<file path="src/rtl/eep_pkg.sv">
package eep_pkg;

  localparam logic [7:0] OP_WREN  = 8'h06;
  localparam logic [7:0] OP_WRITE = 8'h02;
  localparam logic [7:0] OP_RDSR  = 8'h05;
  localparam logic [7:0] OP_READ  = 8'h03;

  typedef enum logic [2:0] {
    ST_CMD,
    ST_AHI,
    ST_ALO,
    ST_WDAT,
    ST_RDAT,
    ST_STAT,
    ST_SKIP
  } eep_state_e;

  // Advance only the in-page offset, keeping the page number.
  function automatic logic [4:0] page_offset_next(logic [4:0] off);
    return off + 5'd1;
  endfunction

  // top2 holds the two most significant array address bits.
  function automatic logic in_protected(logic [1:0] top2, logic [1:0] lvl);
    case (lvl)
      2'b00:   return 1'b0;
      2'b01:   return top2 == 2'b11;
      2'b10:   return top2[1];
      default: return 1'b1;
    endcase
  endfunction

  function automatic logic [7:0] status_byte(logic [1:0] lvl, logic wel, logic busy);
    return {4'b0000, lvl, wel, busy};
  endfunction

endpackage

</file>
<file path="src/rtl/eep_ctrl.sv">
module eep_ctrl
  import eep_pkg::*;
#(
  parameter int ADDR_W      = 10,
  parameter int PAGE_W      = 5,
  parameter int PROG_CYCLES = 1000
) (
  input  logic              clk,
  input  logic              rst_n,
  input  logic              sel,
  input  logic              frame_end,
  input  logic              frame_clean,
  input  logic              byte_vld,
  input  logic [7:0]        byte_data,
  input  logic [1:0]        prot_lvl,
  input  logic [7:0]        arr_rdata,
  output logic [7:0]        tx_byte,
  output logic              arr_we,
  output logic [ADDR_W-1:0] arr_waddr,
  output logic [7:0]        arr_wdata,
  output logic [ADDR_W-1:0] arr_raddr,
  output logic              busy,
  output logic              wel
);

  localparam int PAGE  = 1 << PAGE_W;
  localparam int HI_W  = ADDR_W - 8;
  localparam int PG_W  = ADDR_W - PAGE_W;
  localparam int CNT_W = $clog2(PROG_CYCLES + 1);
  localparam logic [CNT_W-1:0] LAST     = CNT_W'(PROG_CYCLES - 1);
  localparam logic [CNT_W-1:0] PAGE_LIM = CNT_W'(PAGE);

  eep_state_e        state;
  logic              is_read;
  logic [HI_W-1:0]   addr_hi;
  logic [ADDR_W-1:0] addr;
  logic [ADDR_W-1:0] full_addr;
  logic [7:0]        pbuf [PAGE];
  logic [PAGE-1:0]   mask;
  logic              have_data;
  logic [CNT_W-1:0]  busy_cnt;
  logic [PG_W-1:0]   page_base;
  logic [PAGE_W-1:0] copy_slot;
  logic              prog_done;
  logic              prot_hit;
  logic              commit;

  assign full_addr = {addr_hi, byte_data};
  assign arr_raddr = (state == ST_ALO) ? full_addr : addr;
  assign prot_hit  = in_protected(addr[ADDR_W-1 -: 2], prot_lvl);
  assign commit    = frame_end & frame_clean & (state == ST_WDAT) & have_data
                   & wel & ~busy & ~prot_hit;
  assign prog_done = busy & (busy_cnt == LAST);
  assign copy_slot = busy_cnt[PAGE_W-1:0];
  assign arr_we    = busy & (busy_cnt < PAGE_LIM) & mask[copy_slot];
  assign arr_waddr = {page_base, copy_slot};
  assign arr_wdata = pbuf[copy_slot];

  // Command, address and page-buffer path.
  always_ff @(posedge clk or negedge rst_n) begin
    if (!rst_n) begin
      state     <= ST_CMD;
      is_read   <= 1'b0;
      addr_hi   <= '0;
      addr      <= '0;
      mask      <= '0;
      have_data <= 1'b0;
      tx_byte   <= '0;
      for (int i = 0; i < PAGE; i++) pbuf[i] <= '0;
    end else if (!sel) begin
      state <= ST_CMD;
    end else if (byte_vld) begin
      unique case (state)
        ST_CMD: begin
          tx_byte <= 8'h00;
          if (byte_data == OP_RDSR) begin
            state   <= ST_STAT;
            tx_byte <= status_byte(prot_lvl, wel, busy);
          end else if (busy) begin
            state <= ST_SKIP;
          end else if (byte_data == OP_WRITE && wel) begin
            state   <= ST_AHI;
            is_read <= 1'b0;
          end else if (byte_data == OP_READ) begin
            state   <= ST_AHI;
            is_read <= 1'b1;
          end else begin
            state <= ST_SKIP;
          end
        end
        ST_AHI: begin
          addr_hi <= byte_data[HI_W-1:0];
          state   <= ST_ALO;
        end
        ST_ALO: begin
          if (is_read) begin
            tx_byte <= arr_rdata;
            addr    <= full_addr + ADDR_W'(1);
            state   <= ST_RDAT;
          end else begin
            addr      <= full_addr;
            mask      <= '0;
            have_data <= 1'b0;
            state     <= ST_WDAT;
          end
        end
        ST_WDAT: begin
          pbuf[addr[PAGE_W-1:0]] <= byte_data;
          mask[addr[PAGE_W-1:0]] <= 1'b1;
          have_data              <= 1'b1;
          addr <= {addr[ADDR_W-1:PAGE_W], page_offset_next(addr[PAGE_W-1:0])};
        end
        ST_RDAT: begin
          tx_byte <= arr_rdata;
          addr    <= addr + ADDR_W'(1);
        end
        ST_STAT: tx_byte <= status_byte(prot_lvl, wel, busy);
        default: ;
      endcase
    end
  end

  // Programming timer and write-enable latch.
  always_ff @(posedge clk or negedge rst_n) begin
    if (!rst_n) begin
      busy      <= 1'b0;
      busy_cnt  <= '0;
      page_base <= '0;
      wel       <= 1'b0;
    end else begin
      if (commit) begin
        busy      <= 1'b1;
        busy_cnt  <= '0;
        page_base <= addr[ADDR_W-1:PAGE_W];
      end else if (prog_done) begin
        busy <= 1'b0;
      end else if (busy) begin
        busy_cnt <= busy_cnt + CNT_W'(1);
      end
      if (prog_done) begin
        wel <= 1'b0;
      end else if (sel && byte_vld && state == ST_CMD && !busy && byte_data == OP_WREN) begin
        wel <= 1'b1;
      end
    end
  end


  wel_at_start_chk: assert property (@(posedge clk) disable iff (!rst_n)
    $rose(busy) |-> wel);


  prot_start_chk: assert property (@(posedge clk) disable iff (!rst_n)
    $rose(busy) |-> !$past(prot_hit));


  wel_drop_chk: assert property (@(posedge clk) disable iff (!rst_n)
    $fell(busy) |-> !wel);


  no_write_entry_chk: assert property (@(posedge clk) disable iff (!rst_n)
    busy |-> (state != ST_WDAT));

endmodule

</file>
<file path="config.mk">
export PLATFORM = sky130hd
export DESIGN_NAME = eep_ctrl
export DESIGN_NICKNAME = d
export VERILOG_FILES = /design/src/rtl/eep_pkg.sv /design/src/rtl/eep_ctrl.sv
export SDC_FILE = /design/constraint.sdc
export NUM_CORES = 1
export LEC_CHECK = 0
export BUFFER_PORTS_ARGS = -buffer_cell sky130_fd_sc_hd__buf_2
export CORE_UTILIZATION = 44
export CTS_BUF_LIST = sky130_fd_sc_hd__clkbuf_4 sky130_fd_sc_hd__clkbuf_8
export DETAILED_ROUTE_END_ITERATION = 8
export GPL_TIMING_DRIVEN = 0
export PLACE_DENSITY = 0.61
export RECOVER_POWER = 25
export SLEW_MARGIN = 30
export SYNTH_ARGS = -nofsm -noshare
export SYNTH_HDL_FRONTEND = slang
export SYNTH_SLANG_ARGS = --single-unit
</file>
<file path="constraint.sdc">
create_clock -name clk -period 3.3 [get_ports clk]
set_input_delay 0.495 -clock clk [delete_from_list [all_inputs] [get_ports clk]]
set_output_delay 0.495 -clock clk [all_outputs]
set_load 0.02 [all_outputs]
</file>
==> results of run 1 <==
==> layer usage <==
layer  wire [um]  part of all wire, %  vias up
met4         905                  2.1        0
met1       19100                   45     5488
li1            -                    -     4403
met2       20600                   48      289
met5           0                    0        -
met3        2080                  4.9       66
==> how the worst min path moves through the flow <==
| stage | slack (ns) | start | end | cells after the start |
|---|---|---|---|---|
| 6_report | 0.13 | arr_rdata[7] | tx_byte[7] | 2 |
| 5_1_grt | 0.13 | arr_rdata[6] | tx_byte[6] | 2 |
| 4_1_cts | 0.11 | arr_rdata[7] | tx_byte[7] | 2 |
| 3_5_place_dp | 0.43 | rst_n | page_base[3] | 1 |
| 3_3_place_gp | 0.46 | tx_byte[3] | tx_byte[3] | 2 |
| 2_1_floorplan | 0.20 | rst_n | addr[0] | 0 |
==> synth_stat cells, types with 9 or more instances <==
library cell and instances:
dfrtp_1 330, clkbuf_1 55, a21boi_0 24, nand2_1 62
nor2_1 23, buf_2 19, mux4_2 86, nand3_1 17
mux2_2 279, o21a_1 9, xnor2_1 12, inv_1 33
a21oi_1 16, o21ai_0 21
==> per-stage QoR <==
stage | instance area [um2] | power, mW | setup WS (ns)
after floorplan | 15800 | 5.11 | 0.650
after global placement | 16600 | 5.52 | -4.75
after detailed placement | 16800 | 5.57 | -0.0224
after CTS | 18300 | 9.49 | -0.134
after global routing | 18300 | 9.79 | -0.144
final | 18300 | 9.40 | -0.110
==> registers in the layout, indices dropped and copies added, names as in the netlist <==
register and count:
wel 1, busy 1, is_read 1, pbuf 256, tx_byte 8, have_data 1, addr 10, mask 32
addr_hi 2, page_base 5, busy_cnt 10, state 3
==> timing repair <==
item / CTS / global route
buffers inserted: 6 / 0
cloned: 1 / 0
gates resized for setup: 63 / 15
endpoints found under the setup margin: 9 / 16
hold endpoints to repair: 43 / 0
hold buffers: 1 / 0
==> power by group <==
| part | internal [mW] | switching, mW |
|---|---|---|
| combinational | 0.407 | 0.692 |
| sequential | 4.25 | 0.147 |
| clock | 2.24 | 1.66 |
==> logic make-up after synthesis <==
logic type                 Yosys count
muxes                              367
DFF                                330
and+or+nand+nor                    164
buffers and inverters              124
AOI/OAI and AO/OA                  113
xor gates and xnor gates            19
adders and majority gates            8
==> final cells by class <==
cell class              instances  area [um2]
flip-flops and latches        330        8260
well taps                     455         569
clock buffers                  98        1190
clock inverters                 4        26.3
multi-input cells             671        7040
plain buffers                  89         543
repair buffers                 72         528
fillers                      3013       16600
inverters                      35         135
==> cells in the final DEF (no fill, tap or decap), types with 5 or more instances in the layout <==
| master | instances |
|---|---|
| inv_1 | 33 |
| clkbuf_2 | 5 |
| a22oi_1 | 5 |
| and3_1 | 7 |
| buf_6 | 11 |
| ha_1 | 8 |
| a31oi_1 | 5 |
| buf_2 | 65 |
| xnor2_1 | 12 |
| and2_1 | 6 |
| clkbuf_4 | 27 |
| nor2_1 | 23 |
| o21a_1 | 9 |
| mux4_2 | 86 |
| a22o_1 | 6 |
| a21boi_0 | 24 |
| o21ai_0 | 21 |
| xor2_1 | 7 |
| a21oi_1 | 16 |
| buf_12 | 6 |
| nor2b_1 | 6 |
| clkbuf_1 | 49 |
| mux2_2 | 275 |
| dfrtp_1 | 329 |
| nand3_1 | 17 |
| buf_4 | 14 |
| nor3_1 | 6 |
| nand2_1 | 62 |
| clkbuf_8 | 73 |
==> impl_metrics.toml, run 1 <==
[setup_path]
cp-endpoint = "arr_wdata[1]"
rr_worst_depth = 5
critPathRequiredTime_ns = 2.80
reg2reg_from = "state[2]"
crit_path_start = "busy_cnt[0]"
path_depth = 6
cp_slowest_cell = "mux4_2"
crit_family = "multiplexers"
rr_endpoint = "pbuf[108]"
crit_path_cell_trace = "buf_12 -> buf_12 -> mux4_2 -> mux4_2 -> mux2_2 -> buf_2"
path_buf_inv = 3
end_kind = "output port"
start_kind = "flip-flop"
cpPeakStageDelay_ns = 0.53
worstSetupPathType = "flip-flop to output port"
crit_arrival_ns = 2.91
cp_max_fo = 10
r2r_slack_ns = 0.60

[floorplan]
die_h_um = 191
fp-row-count = 68
boundaryPins = 63
fp.dieW_um = 191
initial_utilization_pct = 45.2
dieArea_um2 = 36600
core_region_area_um2 = 34900

[routing]
routed_wl_um = 42700
first_pass_iters = 7
vias = 10246
routedWlPerCell_um = 24.4
drc = 0
drt_iter0_drc = 665
ant_nets = 0
avgViaCountPerCell = 5.84

[synth]
synthTopCellsByArea = "dfrtp_1 (52%), mux2_2 (20%), mux4_2 (12%)"
synth_xor_area_share_pct = 1.05
yosys.area_share.simple_pct = 5.36
synth.avg_cell_area_um2 = 14.0
seq_area_frac_synth_pct = 52.3
synth_ff_type = "dfrtp_1"
netlist.area_leader.share_pct = 52.3
async_reset_ff_share_pct = 100
synth_top_family_by_area = "multiplexers"
muxShareOfSynthArea_pct = 32.3
synth_area_um2 = 15800
syn-instance-count = 1125
synth_cell_types = 63
synth_edf_count = 0
yosysWarnings = 0
synth-compound-area-share_pct = 4.95
synth_fa_ha_area_share_pct = 0.634
synth_top_area_cell = "dfrtp_1"
syn_nets = 1157
ys_ff_latch = 330

[timing]
relSlewSlack_pct = -47.9
rsz0062_at_grt = "yes"
fin_skew_ns = 0.0115
whs_ns = 0.130
post-route-period-util_pct = 103
setup_viol = 8
setup_ws_ns = -0.110
hold_viol_final = 0
final.setup.tns_ns = -0.644
max_freq_mhz = 293
tightest_slew_ns = 2.22
slew_violations = 46
fin_crit_ns = 3.41

[clocking]
clock_latency_ns = 0.60
clkSinkCount = 330
cts_tree = "built"
clk_path_buf_depth = 3
h-tree-depth = 2
clock-root-buffer = "clkbuf_8"
cts.clk_slew.worst_paths_ns = 0.06
numCtsBuffers = 56

[grt]
met2_usage_pct = 39.3
use_met3_pct = 3.23
grt_usage_pct = 24.4
grt_max_degree = 86
busiest_layer = "met2"
grt_overflow_total = 0
globalRouteMet1Util_pct = 34.5
first_global_vias = 10550
grt_pass1_wl_um = 66100
antenna_found_initial = 1

[layout]
drive_above_1_share_pct = 45.9
layout.nets = 1287
final_cells = 1754
antennaDiodeCount = 0
fin_util_pct = 52.4
syn_to_final_growth_pct = 15.9

[power_and_ir_drop]
ir_worst_vdd_mv = 0.316
power.leakage_nw = 8.71
powerDensity_nw_per_um2 = 514

[worst_hold_path]
min_path_type = "primary input to flip-flop"

[place]
dp_cells = 1644
io_buffers = 60
gp_congestion = 0.837
dpl.hpwl_um = 28300

[status]
violations = "max-capacitance violations, max-slew violations, negative setup slack"
status = "finished with violations"

[flow_run]
maxCapViolations = 1
Note: power is estimated with default switching activity, not from simulation.
==> inputs of run 2 (changes only) <==
--- a/config.mk
+++ b/config.mk
@@ -5,6 +5,7 @@
 export SDC_FILE = /design/constraint.sdc
 export NUM_CORES = 1
 export LEC_CHECK = 0
+export ABC_AREA = 1
 export BUFFER_PORTS_ARGS = -buffer_cell sky130_fd_sc_hd__buf_2
 export CORE_UTILIZATION = 44
 export CTS_BUF_LIST = sky130_fd_sc_hd__clkbuf_4 sky130_fd_sc_hd__clkbuf_8
==> run 2 against run 1 <==
Net effect:
- the flow finishes with violations (max-capacitance violations, max-slew violations)
- die area is 2.2% higher
- via count is 49% higher
- fmax is 5.5% higher
- setup slack better by 0.18 ns
- synthesized cell count is 84% higher
- worst hold slack worse by 0.046 ns
- flip-flop and latch count stayed put
- clock skew is 0.019 ns higher
- clock-buffer cell count is 1 lower
- combinational power is 15% higher
==> impl_metrics.toml, run 2 <==
[synth]
synth.avg_cell_area_um2 = 7.81
ys_ff_latch = 330
synth_area_um2 = 16100
yosysMostFrequentCell = "nand2_1"
synth_ff_type = "dfrtp_1"
synth_top_area_cell = "dfrtp_1"
syn-instance-count = 2066
async_reset_ff_share_pct = 100
syn_nets = 2098
synthTopCellsByArea = "dfrtp_1 (51%), nand2_1 (17%), nand3_1 (8.5%)"
synth_cell_types = 38
synth_common_cells = "nand2_1 (727), dfrtp_1 (330), nand3_1 (274), o21ai_0 (215), clkbuf_1 (94)"
yosysWarnings = 0
netlist.area_leader.share_pct = 51.2
synth_edf_count = 0
seq_area_frac_synth_pct = 51.2

[layout]
largest-register = "pbuf"
mostFrequentLayoutCell = "nand2_1"
final_cell_mix = "nand2_1 (727), dfrtp_1 (329), nand3_1 (274), o21ai_0 (215), buf_2 (92)"
fin_util_pct = 51.7
top_regs = "pbuf (256), mask (32)"
final_area_um2 = 18500
syn_to_final_growth_pct = 14.9
n_fill_cell = 3527
regArea_um2 = 8260
drive_above_1_share_pct = 13.3
multi_input_area_um2 = 6990
layout.nets = 2224
largest_reg_flops = 256

[floorplan]
boundaryPins = 63
fp.dieW_um = 193
die_h_um = 193
initial_utilization_pct = 45.0
fp-row-count = 69
core_region_area_um2 = 35800
dieArea_um2 = 37400

[clocking]
numCtsBuffers = 57
cts.clk_slew.worst_paths_ns = 0.06
clk_path_buf_depth = 3
clkSinkCount = 330
h-tree-depth = 2
clock_latency_ns = 0.67
clock-root-buffer = "clkbuf_8"
cts_tree = "built"

[place]
dp_slack_ns = -0.197
dpl_cell_area_um2 = 17100
gp_congestion = 0.943
io_buffers = 62
dpl.hpwl_um = 41200

[routing]
drc = 0
routed_wl_um = 57900
avgViaCountPerCell = 5.67
vias = 15302
routedWlPerCell_um = 21.5
ant_nets = 0
first_pass_iters = 7
drt_iter0_drc = 1626

[timing]
slew_violations = 162
final.setup.tns_ns = 0
rsz0062_at_grt = "no"
fin_skew_ns = 0.0302
hold_viol_final = 0
setup_viol = 0
post-route-period-util_pct = 98.0
tightest_slew_ns = 2.14
relSlewSlack_pct = -42.4
whs_ns = 0.0843
max_freq_mhz = 309
fin_crit_ns = 3.23
setup_ws_ns = 0.0667

[power_and_ir_drop]
power.leakage_nw = 8.70
power.internal_mw = 6.61
switching_share_pct = 30.3
sequentialPowerShare_pct = 44.5
powerDensity_nw_per_um2 = 512
p_clk_share_pct = 42.2
ir_worst_vdd_mv = 0.343
netSwitchingPower_mw = 2.88
combinationalPowerShare_pct = 13.3

[setup_path]
start_kind = "flip-flop"
rr_endpoint = "pbuf[78]"
crit_path_cell_trace = "clkbuf_1 -> nand3_1 -> nand2_1 -> nand2_1 -> nand3_1 -> and2_1 -> buf_2"
r2r_slack_ns = 0.32
cp-endpoint = "arr_wdata[0]"
critPathRequiredTime_ns = 2.80
crit_path_start = "busy_cnt[2]"
reg2reg_from = "addr[0]"
cpPeakStageDelay_ns = 0.62
cp_max_fo = 10
crit_arrival_ns = 2.74
rr_worst_depth = 8
cp_slowest_cell = "clkbuf_1"
worstSetupPathType = "flip-flop to output port"
end_kind = "output port"

[status]
status = "finished with violations"
violations = "max-capacitance violations, max-slew violations"

[grt]
grt_usage_pct = 31.4
grt_max_degree = 86
grt_overflow_total = 0
grt_pass1_wl_um = 89100
antenna_found_initial = 1
first_global_vias = 14777

[flow_run]
maxCapViolations = 2

[worst_hold_path]
min_path_type = "primary input to flip-flop"
worstHoldStart = "prot_lvl[0]"
## run 2: cell count changes after synthesis, sizes merged, moves of 11 or more
| cell | before | now |
|---|---|---|
| o21ai | 21 | 307 |
| a21boi | 24 | 1 |
| mux4 | 86 | 0 |
| mux2 | 279 | 1 |
| nor3 | 7 | 24 |
| nand4 | 3 | 19 |
| xnor2 | 12 | 1 |
| buf | 34 | 45 |
| nor2 | 24 | 92 |
| clkbuf | 55 | 94 |
| nand3 | 17 | 277 |
| nand2 | 62 | 739 |
| inv | 34 | 72 |
## run 2: logic make-up (layout without fill, tap and decap cells)
group,Yosys count,after routing,share of synthesized area [%]
adder cells (fa/ha/maj),8,8,0.621
XOR/XNOR,5,5,0.272
buffers and inverters,213,382,5.45
multiplexers,1,1,0.0698
flip-flops,330,330,51.2
AO/OA/AOI/OAI,348,348,11.1
AND/OR/NAND/NOR,1161,1161,31.3
other,0,1,0
## run 2: how the worst min path moves through the flow
stage | slack [ns] | cells past startpoint | endpoint
after floorplan | 0.20 | 0 | addr[0]
after global placement | 0.46 | 2 | tx_byte[5]
after detailed placement | 0.41 | 1 | pbuf[152]
after CTS | 0.05 | 3 | tx_byte[2]
after global routing | 0.07 | 3 | tx_byte[2]
final | 0.08 | 3 | tx_byte[2]
## run 2: what timing repair did
action,CTS,global route
setup endpoints to repair,9,9
gates resized for setup,77,48
hold buffers,1,0
setup buffers,0,1
hold endpoints to repair,39,0
## run 2: cell type report
| type | instances | area share (%) |
|---|---|---|
| Tap cell | 461 | 3.11 |
| Buffer | 138 | 4.30 |
| Sequential cell | 330 | 44.6 |
| Clock inverter | 5 | 0.196 |
| Clock buffer | 97 | 6.33 |
| Antenna cell | 1 | 0.0135 |
| Inverter | 74 | 1.51 |
| Timing Repair Buffer | 68 | 2.18 |
| Multi-Input combinational cell | 1523 | 37.8 |
## run 2: routing by layer
layer	global-route usage [%]	vias to the layer above	routed length (um)
met3	7.43	105	5030
met4	11.4	0	1850
li1	-	7046	-
met2	48.0	623	25900
met1	43.4	7528	25200
met5	0	-	0
## run 2: per-stage QoR
stage / cells / total power, mW
detailed placement: 2593 / 5.54
finish: 2697 / 9.48
global route: 2696 / 9.79
global placement: 2589 / 5.51
floorplan: 2066 / 4.99
CTS: 2695 / 9.50
## run 2: worst max-delay path, delay by kind of cell, from the launching register on
kind | cells | cell delay, ns
simple gates | 5 | 0.72
buf+inv | 2 | 0.80
flops | 1 | 0.55
## run 2: power by group through the flow
stage                     clock [mW]  combinational (mW)  sequential [mW]
final                           4.00                1.26             4.22
after global routing            4.21                1.35             4.23
after CTS                       4.03                1.25             4.22
after detailed placement           0                1.24             4.29
after global placement             0                1.22             4.29
after floorplan                    0               0.697             4.29
